## src/rtl/dram_strobe_pkg.sv

```systemverilog
package dram_strobe_pkg;

    // bit positions of the sampled strobes inside the edge vectors
    localparam int STB_RAS = 0;
    localparam int STB_CAS = 1;
    localparam int STB_WE  = 2;
    localparam int STB_N   = 3;

    typedef enum logic [2:0] {
        CYC_NONE     = 3'd0,
        CYC_READ     = 3'd1,
        CYC_EWRITE   = 3'd2,
        CYC_RMW      = 3'd3,
        CYC_ROWONLY  = 3'd4,
        CYC_COLFIRST = 3'd5,
        CYC_HIDDEN   = 3'd6,
        CYC_WINDET   = 3'd7
    } cyc_code_e;

    typedef enum logic [1:0] {
        PH_IDLE,
        PH_ACCESS,
        PH_HOLD,
        PH_INTREF
    } phase_e;

endpackage

```

## src/rtl/dram_strobe_sampler.sv

```systemverilog
module dram_strobe_sampler #(
    parameter int N = 3
) (
    input  logic         clk,
    input  logic         rst_n,
    input  logic [N-1:0] lvl_i,
    output logic [N-1:0] fall_o,
    output logic [N-1:0] rise_o
);

    logic [N-1:0] prev_d, prev_q;

    always_comb begin
        prev_d = lvl_i;
    end

    always_ff @(posedge clk or negedge rst_n) begin
        if (!rst_n) prev_q <= '1;
        else        prev_q <= prev_d;
    end

    for (genvar i = 0; i < N; i++) begin : g_edge
        assign fall_o[i] = prev_q[i] & ~lvl_i[i];
        assign rise_o[i] = ~prev_q[i] & lvl_i[i];
    end

endmodule

```

## src/rtl/dram_cycle_classifier.sv

```systemverilog
module dram_cycle_classifier
    import dram_strobe_pkg::*;
#(
    parameter int ROW_W = 11
) (
    input  logic             clk,
    input  logic             rst_n,
    input  logic [STB_N-1:0] fall_i,
    input  logic [STB_N-1:0] rise_i,
    input  logic             cas_lvl_i,
    input  logic             we_lvl_i,
    input  logic             oe_lvl_i,
    input  logic [ROW_W-1:0] row_i,
    output cyc_code_e        code_o,
    output logic             valid_o,
    output logic             drive_o,
    output logic             mark_o,
    output logic             mark_int_o,
    output logic [ROW_W-1:0] mark_row_o,
    output logic             inc_o
);

    typedef struct packed {
        phase_e           ph;
        logic             hid;
        logic             casf;
        logic             ewr;
        logic             indet;
        logic             rmw;
        logic             rdata;
        logic             drive;
        logic             valid;
        cyc_code_e        code;
        logic [ROW_W-1:0] row;
    } cls_t;

    cls_t cls_d, cls_q;

    logic unused_edges;
    assign unused_edges = rise_i[STB_WE];

    always_comb begin
        cls_d       = cls_q;
        cls_d.valid = 1'b0;
        mark_o      = 1'b0;
        mark_int_o  = 1'b0;
        inc_o       = 1'b0;
        mark_row_o  = cls_q.row;
        unique case (cls_q.ph)
            PH_IDLE: begin
                if (fall_i[STB_RAS]) begin
                    if (!cas_lvl_i) begin
                        cls_d.ph  = PH_INTREF;
                        cls_d.hid = 1'b0;
                    end else begin
                        cls_d.ph    = PH_ACCESS;
                        cls_d.row   = row_i;
                        cls_d.casf  = 1'b0;
                        cls_d.ewr   = 1'b0;
                        cls_d.indet = 1'b0;
                        cls_d.rmw   = 1'b0;
                    end
                end
            end
            PH_ACCESS: begin
                if (fall_i[STB_CAS]) begin
                    cls_d.casf = 1'b1;
                    if (!we_lvl_i) begin
                        if (fall_i[STB_WE]) cls_d.indet = 1'b1;
                        else                cls_d.ewr   = 1'b1;
                    end else begin
                        cls_d.rdata = 1'b1;
                    end
                end else if (fall_i[STB_WE] && cls_q.rdata) begin
                    cls_d.rmw   = 1'b1;
                    cls_d.rdata = 1'b0;
                end
                if (rise_i[STB_RAS]) begin
                    cls_d.valid = 1'b1;
                    mark_o      = 1'b1;
                    if (!cls_d.casf)      cls_d.code = CYC_ROWONLY;
                    else if (cls_d.indet) cls_d.code = CYC_WINDET;
                    else if (cls_d.ewr)   cls_d.code = CYC_EWRITE;
                    else if (cls_d.rmw)   cls_d.code = CYC_RMW;
                    else                  cls_d.code = CYC_READ;
                    if (cls_d.code == CYC_READ && !cas_lvl_i) cls_d.ph = PH_HOLD;
                    else                                      cls_d.ph = PH_IDLE;
                end
            end
            PH_HOLD: begin
                if (rise_i[STB_CAS]) begin
                    cls_d.ph = PH_IDLE;
                end else if (fall_i[STB_RAS]) begin
                    cls_d.ph  = PH_INTREF;
                    cls_d.hid = 1'b1;
                end
            end
            PH_INTREF: begin
                if (rise_i[STB_RAS]) begin
                    cls_d.valid = 1'b1;
                    mark_o      = 1'b1;
                    mark_int_o  = 1'b1;
                    inc_o       = 1'b1;
                    cls_d.code  = cls_q.hid ? CYC_HIDDEN : CYC_COLFIRST;
                    if (cls_q.hid && !cas_lvl_i) cls_d.ph = PH_HOLD;
                    else                         cls_d.ph = PH_IDLE;
                end
            end
            default: cls_d.ph = PH_IDLE;
        endcase
        if (rise_i[STB_CAS]) cls_d.rdata = 1'b0;
        cls_d.drive = cls_d.rdata & ~oe_lvl_i;
    end

    always_ff @(posedge clk or negedge rst_n) begin
        if (!rst_n) begin
            cls_q <= '{ph: PH_IDLE, code: CYC_NONE, row: '0, default: 1'b0};
        end else begin
            cls_q <= cls_d;
        end
    end

    assign code_o  = cls_q.code;
    assign valid_o = cls_q.valid;
    assign drive_o = cls_q.drive;

    assert_valid_single_R2: assert property (@(posedge clk) disable iff (!rst_n)
        valid_o |=> !valid_o);

    assert_ewrite_quiet_R4: assert property (@(posedge clk) disable iff (!rst_n)
        (valid_o && code_o == CYC_EWRITE) |-> !drive_o);

    assert_rowonly_quiet_R7: assert property (@(posedge clk) disable iff (!rst_n)
        (valid_o && code_o == CYC_ROWONLY) |-> !drive_o);

    assert_colfirst_quiet_R8: assert property (@(posedge clk) disable iff (!rst_n)
        (valid_o && code_o == CYC_COLFIRST) |-> !drive_o);

    assert_hidden_keeps_data_R9: assert property (@(posedge clk) disable iff (!rst_n)
        (valid_o && code_o == CYC_HIDDEN && !$past(oe_lvl_i) && !$past(cas_lvl_i)) |-> drive_o);

endmodule

```

## src/rtl/dram_refresh_tracker.sv

```systemverilog
module dram_refresh_tracker #(
    parameter int ROW_W      = 11,
    parameter int REF_PERIOD = 6_400_000
) (
    input  logic             clk,
    input  logic             rst_n,
    input  logic             mark_i,
    input  logic             mark_int_i,
    input  logic [ROW_W-1:0] mark_row_i,
    input  logic             inc_i,
    output logic [ROW_W-1:0] ctr_o,
    output logic             viol_o
);

    localparam int ROWS  = 1 << ROW_W;
    localparam int WIN_W = (REF_PERIOD > 2) ? $clog2(REF_PERIOD) : 1;
    localparam logic [WIN_W-1:0] WIN_LAST = WIN_W'(REF_PERIOD - 1);

    typedef struct packed {
        logic [ROW_W-1:0] ctr;
        logic [ROWS-1:0]  fresh;
        logic [WIN_W-1:0] win;
        logic             viol;
    } trk_t;

    trk_t trk_d, trk_q;

    logic [ROW_W-1:0] hit_row;
    logic [ROWS-1:0]  hit_vec;
    logic [ROWS-1:0]  fresh_now;

    assign hit_row = mark_int_i ? trk_q.ctr : mark_row_i;

    for (genvar r = 0; r < ROWS; r++) begin : g_hit
        assign hit_vec[r] = mark_i && (hit_row == ROW_W'(r));
    end

    assign fresh_now = trk_q.fresh | hit_vec;

    always_comb begin
        trk_d     = trk_q;
        trk_d.ctr = trk_q.ctr + ROW_W'(inc_i);
        if (trk_q.win == WIN_LAST) begin
            if (!(&fresh_now)) trk_d.viol = 1'b1;
            trk_d.fresh = '0;
            trk_d.win   = '0;
        end else begin
            trk_d.fresh = fresh_now;
            trk_d.win   = trk_q.win + 1'b1;
        end
    end

    always_ff @(posedge clk or negedge rst_n) begin
        if (!rst_n) trk_q <= '0;
        else        trk_q <= trk_d;
    end

    assign ctr_o  = trk_q.ctr;
    assign viol_o = trk_q.viol;

    assert_ctr_single_step_R11: assert property (@(posedge clk) disable iff (!rst_n)
        (ctr_o != $past(ctr_o)) |-> (ctr_o == ROW_W'($past(ctr_o) + 1'b1)));

    assert_ctr_moves_on_internal_R11: assert property (@(posedge clk) disable iff (!rst_n)
        (inc_i && !mark_int_i) |-> 1'b0);

    assert_violation_sticky_R12: assert property (@(posedge clk) disable iff (!rst_n)
        viol_o |=> viol_o);

endmodule

```

## src/rtl/dram_strobe_decoder.sv

```systemverilog
module dram_strobe_decoder
    import dram_strobe_pkg::*;
#(
    parameter int ROW_W      = 11,
    parameter int REF_PERIOD = 6_400_000
) (
    input  logic             clk,
    input  logic             rst_n,
    input  logic             ras_n,
    input  logic             cas_n,
    input  logic             we_n,
    input  logic             oe_n,
    input  logic [ROW_W-1:0] row_addr,
    output logic [2:0]       cyc_type,
    output logic             cyc_valid,
    output logic [ROW_W-1:0] ref_row,
    output logic             dq_drive,
    output logic             refresh_violation
);

    logic [STB_N-1:0] stb_lvl;
    logic [STB_N-1:0] stb_fall;
    logic [STB_N-1:0] stb_rise;
    cyc_code_e        code;
    logic             mark, mark_int, inc;
    logic [ROW_W-1:0] mark_row;

    always_comb begin
        stb_lvl          = '1;
        stb_lvl[STB_RAS] = ras_n;
        stb_lvl[STB_CAS] = cas_n;
        stb_lvl[STB_WE]  = we_n;
    end

    dram_strobe_sampler #(.N(STB_N)) u_sampler (
        .clk    (clk),
        .rst_n  (rst_n),
        .lvl_i  (stb_lvl),
        .fall_o (stb_fall),
        .rise_o (stb_rise)
    );

    dram_cycle_classifier #(.ROW_W(ROW_W)) u_classifier (
        .clk        (clk),
        .rst_n      (rst_n),
        .fall_i     (stb_fall),
        .rise_i     (stb_rise),
        .cas_lvl_i  (cas_n),
        .we_lvl_i   (we_n),
        .oe_lvl_i   (oe_n),
        .row_i      (row_addr),
        .code_o     (code),
        .valid_o    (cyc_valid),
        .drive_o    (dq_drive),
        .mark_o     (mark),
        .mark_int_o (mark_int),
        .mark_row_o (mark_row),
        .inc_o      (inc)
    );

    dram_refresh_tracker #(.ROW_W(ROW_W), .REF_PERIOD(REF_PERIOD)) u_tracker (
        .clk        (clk),
        .rst_n      (rst_n),
        .mark_i     (mark),
        .mark_int_i (mark_int),
        .mark_row_i (mark_row),
        .inc_i      (inc),
        .ctr_o      (ref_row),
        .viol_o     (refresh_violation)
    );

    assign cyc_type = code;

endmodule

```

## config.mk

```make
export PLATFORM = sky130hd
export DESIGN_NAME = dram_strobe_decoder
export DESIGN_NICKNAME = d
export VERILOG_FILES = /design/src/rtl/dram_strobe_pkg.sv /design/src/rtl/dram_strobe_sampler.sv /design/src/rtl/dram_cycle_classifier.sv /design/src/rtl/dram_refresh_tracker.sv /design/src/rtl/dram_strobe_decoder.sv
export SDC_FILE = /design/constraint.sdc
export NUM_CORES = 2
export LEC_CHECK = 0
export ABC_AREA = 1
export BUFFER_PORTS_ARGS = -buffer_cell sky130_fd_sc_hd__buf_2
export CAP_MARGIN = 5
export CORE_UTILIZATION = 40
export DETAILED_ROUTE_END_ITERATION = 8
export GPL_TIMING_DRIVEN = 0
export PLACE_DENSITY = 0.57
export SLEW_MARGIN = 5
export SYNTH_ARGS = -nofsm -noshare
export SYNTH_HDL_FRONTEND = slang
export SYNTH_SLANG_ARGS = --single-unit
```

## constraint.sdc

```tcl
create_clock -name clk -period 6.6 [get_ports clk]
set_input_delay 0.66 -clock clk [delete_from_list [all_inputs] [get_ports clk]]
set_output_delay 0.66 -clock clk [all_outputs]
set_load 0.05 [all_outputs]
```

==> results by group <==
Power and ir drop
  – Pleak: 75.01 nW
  – Sequential share of power: 42.6%
  – Sw Pwr: around 9.6 mW
  – Switching share of power: 31.34%
  – Clock power share: between 40% and 50%
  – Power Total: between 30 and 40 mW
  – Int Pwr: about 21 mW
  – Maximum VDD drop: 0.0002765 V
  – Comb power frac: around 14%
  – Power Dens Cells: 271.7 mW/mm²

Synth
  – Seq/Total Area, Yosys: approximately 53%
  – Mapped Avg Cell Area: approximately 7.3 µm²
  – Syn nets: about 14000
  – Yosys top cell area share: ~53%
  – Post-Syn Instances: between 10000 and 15000
  – Ys flop type: dfrtp_1
  – Synth unique cells: 38
  – Synth Cell Area: between 0.1 and 0.15 mm²
  – Fraction of registers with async set/reset: 100.0%
  – Post-synthesis register bit count: around 2100
  – Synth warn: 0
  – Post-synth EDFFs: 0
  – Ranking of synthesized cells by area: dfrtp_1, inv_1, nand2_1, nor2_1, o21ai_0
  – Yosys top cell by area: dfrtp_1

STA
  – Worst-Margin Slew: 1563 ps
  – RSZ-0062 raised after global routing: false
  – Slew Limit Fails: 24
  – Slew Limit Headroom: -4.222%
  – Setup TNS: 0 ps
  – Final WS setup: approximately 180 ps
  – Max Freq: 155.7 MHz
  – Hold WS: just over 40 ps
  – Final Hold Fails: 0
  – Min cycle time layout: about 6400 ps
  – Tcrit/Tclk final: between 90% and 100%
  – Final Skew: between 70 and 80 ps
  – Final setup fails: 0

Route
  – Drt drc: 0
  – Average wire per standard cell: 24.15 µm
  – Vias/cell: 5.056
  – Iteration-0 DRC count of the detailed router: roughly 13000
  – WL final: 423.4 mm
  – Drt pass-1 iters: 6
  – Final ANT Viol Nets: 0
  – Via count: roughly 90000

Critical path
  – Critical R2R Capture: u_tracker.viol_o$_DFFE_PN0P_
  – Critical path class: in -> reg
  – Flop-to-flop setup slack: 180 ps
  – CP Launch Type: input port
  – Critical path endpoint category: flop
  – CP arrival: 7220 ps
  – Req. time, crit path: between 7000 and 8000 ps
  – Worst r2r src: u_sampler.prev_q[0]$_DFF_PN1_
  – CP Max Fanout: 10
  – FF-to-FF path depth: 24

CTS
  – Clock transition at path regs: around 50 ps
  – Worst-skew pair later-pin latency: around 900 ps
  – CTS tree: done
  – Post-CTS sizing: 0
  – Sink Count: between 2000 and 2500
  – H-tree depth: 4
  – Root buf cell: clkbuf_16
  – Inserted Clock Buffers: 226
  – CTS max path bufs: 3
  – Number of buffers added for setup after CTS: 0

Cells and area
  – Final #Nets: 13993
  – Layout Cells excl Fill: 17529
  – Share of cells above drive strength 1: under 10%
  – Area grow syn2layout: 12.69%
  – Final design utilization: between 40% and 50%
  – Design area: ~0.11 mm²

Worst hold path
  – Min-Delay Endpoint: u_classifier.mark_row_o[1]$_DFFE_PN0P_
  – Hold Path Stages: 3
  – Hold WC Path Type: in -> reg
  – Hold path startpoint: row_addr[1]

Floorplanning
  – FP Rows: approximately 180
  – IO Count: 34
  – Initial Util: 40.26%
  – Die height: 502.5 µm
  – Total Die Area: 0.2525 mm²
  – Core region area: roughly 0.25 mm²
  – Die Wd: about 500 µm

Flow run
  – MaxCap Viol Count: 2

Outcome
  – Outcome: finished, violations left
  – Violated checks: capacitance limit, slew limit

Global routing
  – First-pass GRT wire length: between 500 and 600 mm
  – GRT overflow: 0
  – Largest net degree at the start of global routing: 156
  – Initial antenna violation count: between 80 and 90
  – Vias in the first global route: approximately 80000
  – GRT Resource Usage Total: approximately a third

Place
  – # port buffers: 33
  – Setup WS pre-CTS: roughly 260 ps
  – Placer Congestion: about 0.98
  – Final HPWL DP: approximately 300 mm
  – Number of cells after detailed placement: between 15000 and 20000
  – DP Area: 0.1051 mm²
synth_stat cells, types with 2 or more instances:
library cell / instances
buf_1: 31
nor3b_1: 2
a2bb2oi_1: 2
nor4_1: 6
clkbuf_1: 411
o21bai_1: 3
buf_6: 2
xor2_1: 10
nor2_1: 2234
o22ai_1: 3
nand2_2: 13
nor2_2: 15
dfstp_2: 3
buf_4: 34
nor2_4: 14
o21a_1: 2
inv_2: 9
a21oi_1: 625
nand3_1: 526
nand2_1: 2434
nand4_1: 8
nor3_1: 8
ha_1: 2
buf_2: 135
dfrtp_1: 2107
nand2_4: 2
o21ai_0: 1279
inv_1: 3572
o21ai_1: 179
a31oi_1: 3
cell usage in the layout, fill, tap and decap left out, types with 34 or more instances in the layout:
cell type,synthesis,layout
buf_4,34,34
nand3_1,526,526
buf_2,135,169
inv_1,3572,3572
dfrtp_1,2107,2107
a21oi_1,625,625
clkbuf_16,0,228
clkbuf_1,411,446
clkbuf_8,0,70
clkinv_2,0,36
nand2_1,2434,2434
o21ai_0,1279,1279
nor2_1,2234,2234
o21ai_1,179,179
worst max-delay path, stage by stage:
cell and delay, ps:
dlygate4sd3_1 520, buf_2 130, nand2_1 150, nor2_1 250, buf_4 220, nand2_1 90, nand2_1 270, nand2_1 280
nor2_1 230, buf_2 840, nand2_1 600, o21ai_0 400, nand2_1 80, nor2_1 240, nand2_1 100, nor2_1 330
nand2_1 90, nor2_1 250, nand2_1 290, nor2_1 310, nand2_1 80, nor2_1 340, nand2_1 240, nand2_1 140
nand2_1 50
registers in the layout, indices dropped and copies added (netlist names):
name and flops:
u_classifier.cls_q 8, u_classifier.code_o 3, u_classifier.valid_o 1, u_classifier.mark_row_o 11
u_tracker.trk_q 2071, u_tracker.viol_o 1, u_classifier.drive_o 1, u_sampler.prev_q 3
u_tracker.ctr_o 11
logic make-up after synthesis:
family                     share of synthesized area (%)
AOI/OAI and AO/OA                                  10.54
DFF                                                52.70
and+or+nand+nor                                    20.62
xor gates and xnor gates                         0.09614
adders and majority gates                        0.02497
buffers and inverters                              16.02
power by group through the flow:
stage / logic [mW] / clock network (mW) / registers, mW
after global routing: 4.27 / 13.8 / 13.1
after global placement: 4.05 / 0 / 13.4
after CTS: 4.10 / 13.3 / 13.1
after detailed placement: 4.08 / 0 / 13.3
after floorplan: 1.53 / 0 / 13.3
final: 4.33 / 13.3 / 13.1
worst max path at each step:
stage                                            endpoint  slack [ps]                          start  cells past startpoint
after floorplan              u_tracker.viol_o$_DFFE_PN0P_        3520                          ras_n                     24
after global placement    u_tracker.trk_q[1394]$_DFF_PN0_      -45400                          rst_n                      1
after detailed placement     u_tracker.viol_o$_DFFE_PN0P_         260                          ras_n                     26
after CTS                    u_tracker.viol_o$_DFFE_PN0P_         620  u_sampler.prev_q[0]$_DFF_PN1_                     24
after global routing         u_tracker.viol_o$_DFFE_PN0P_         260  u_sampler.prev_q[0]$_DFF_PN1_                     24
final                        u_tracker.viol_o$_DFFE_PN0P_         180                          ras_n                     25
routing by layer:
metal / track usage [%] / wire length (µm)
met3: 7.137 / 46230
met5: 0 / 151
met1: 46.59 / 175900
met4: 14.73 / 20830
met2: 49.32 / 180300
cell type report:
| class | instances | area (µm²) |
|---|---|---|
| fill | 25751 | 136000 |
| multi-input combinational | 7377 | 31350 |
| tap | 3330 | 4167 |
| inverter | 3582 | 13450 |
| clock buffer | 361 | 6905 |
| sequential | 2110 | 52800 |
| antenna | 30 | 75.07 |
| clock inverter | 62 | 745.7 |
| timing repair buffer | 64 | 785.8 |
| buffer | 613 | 2650 |
timing repair:
item                                    in CTS  in global routing
hold endpoints to repair                   103                  0
endpoints found under the setup margin       0                  0
hold buffers                                12                  0
Note: power is estimated with default switching activity, not from simulation.
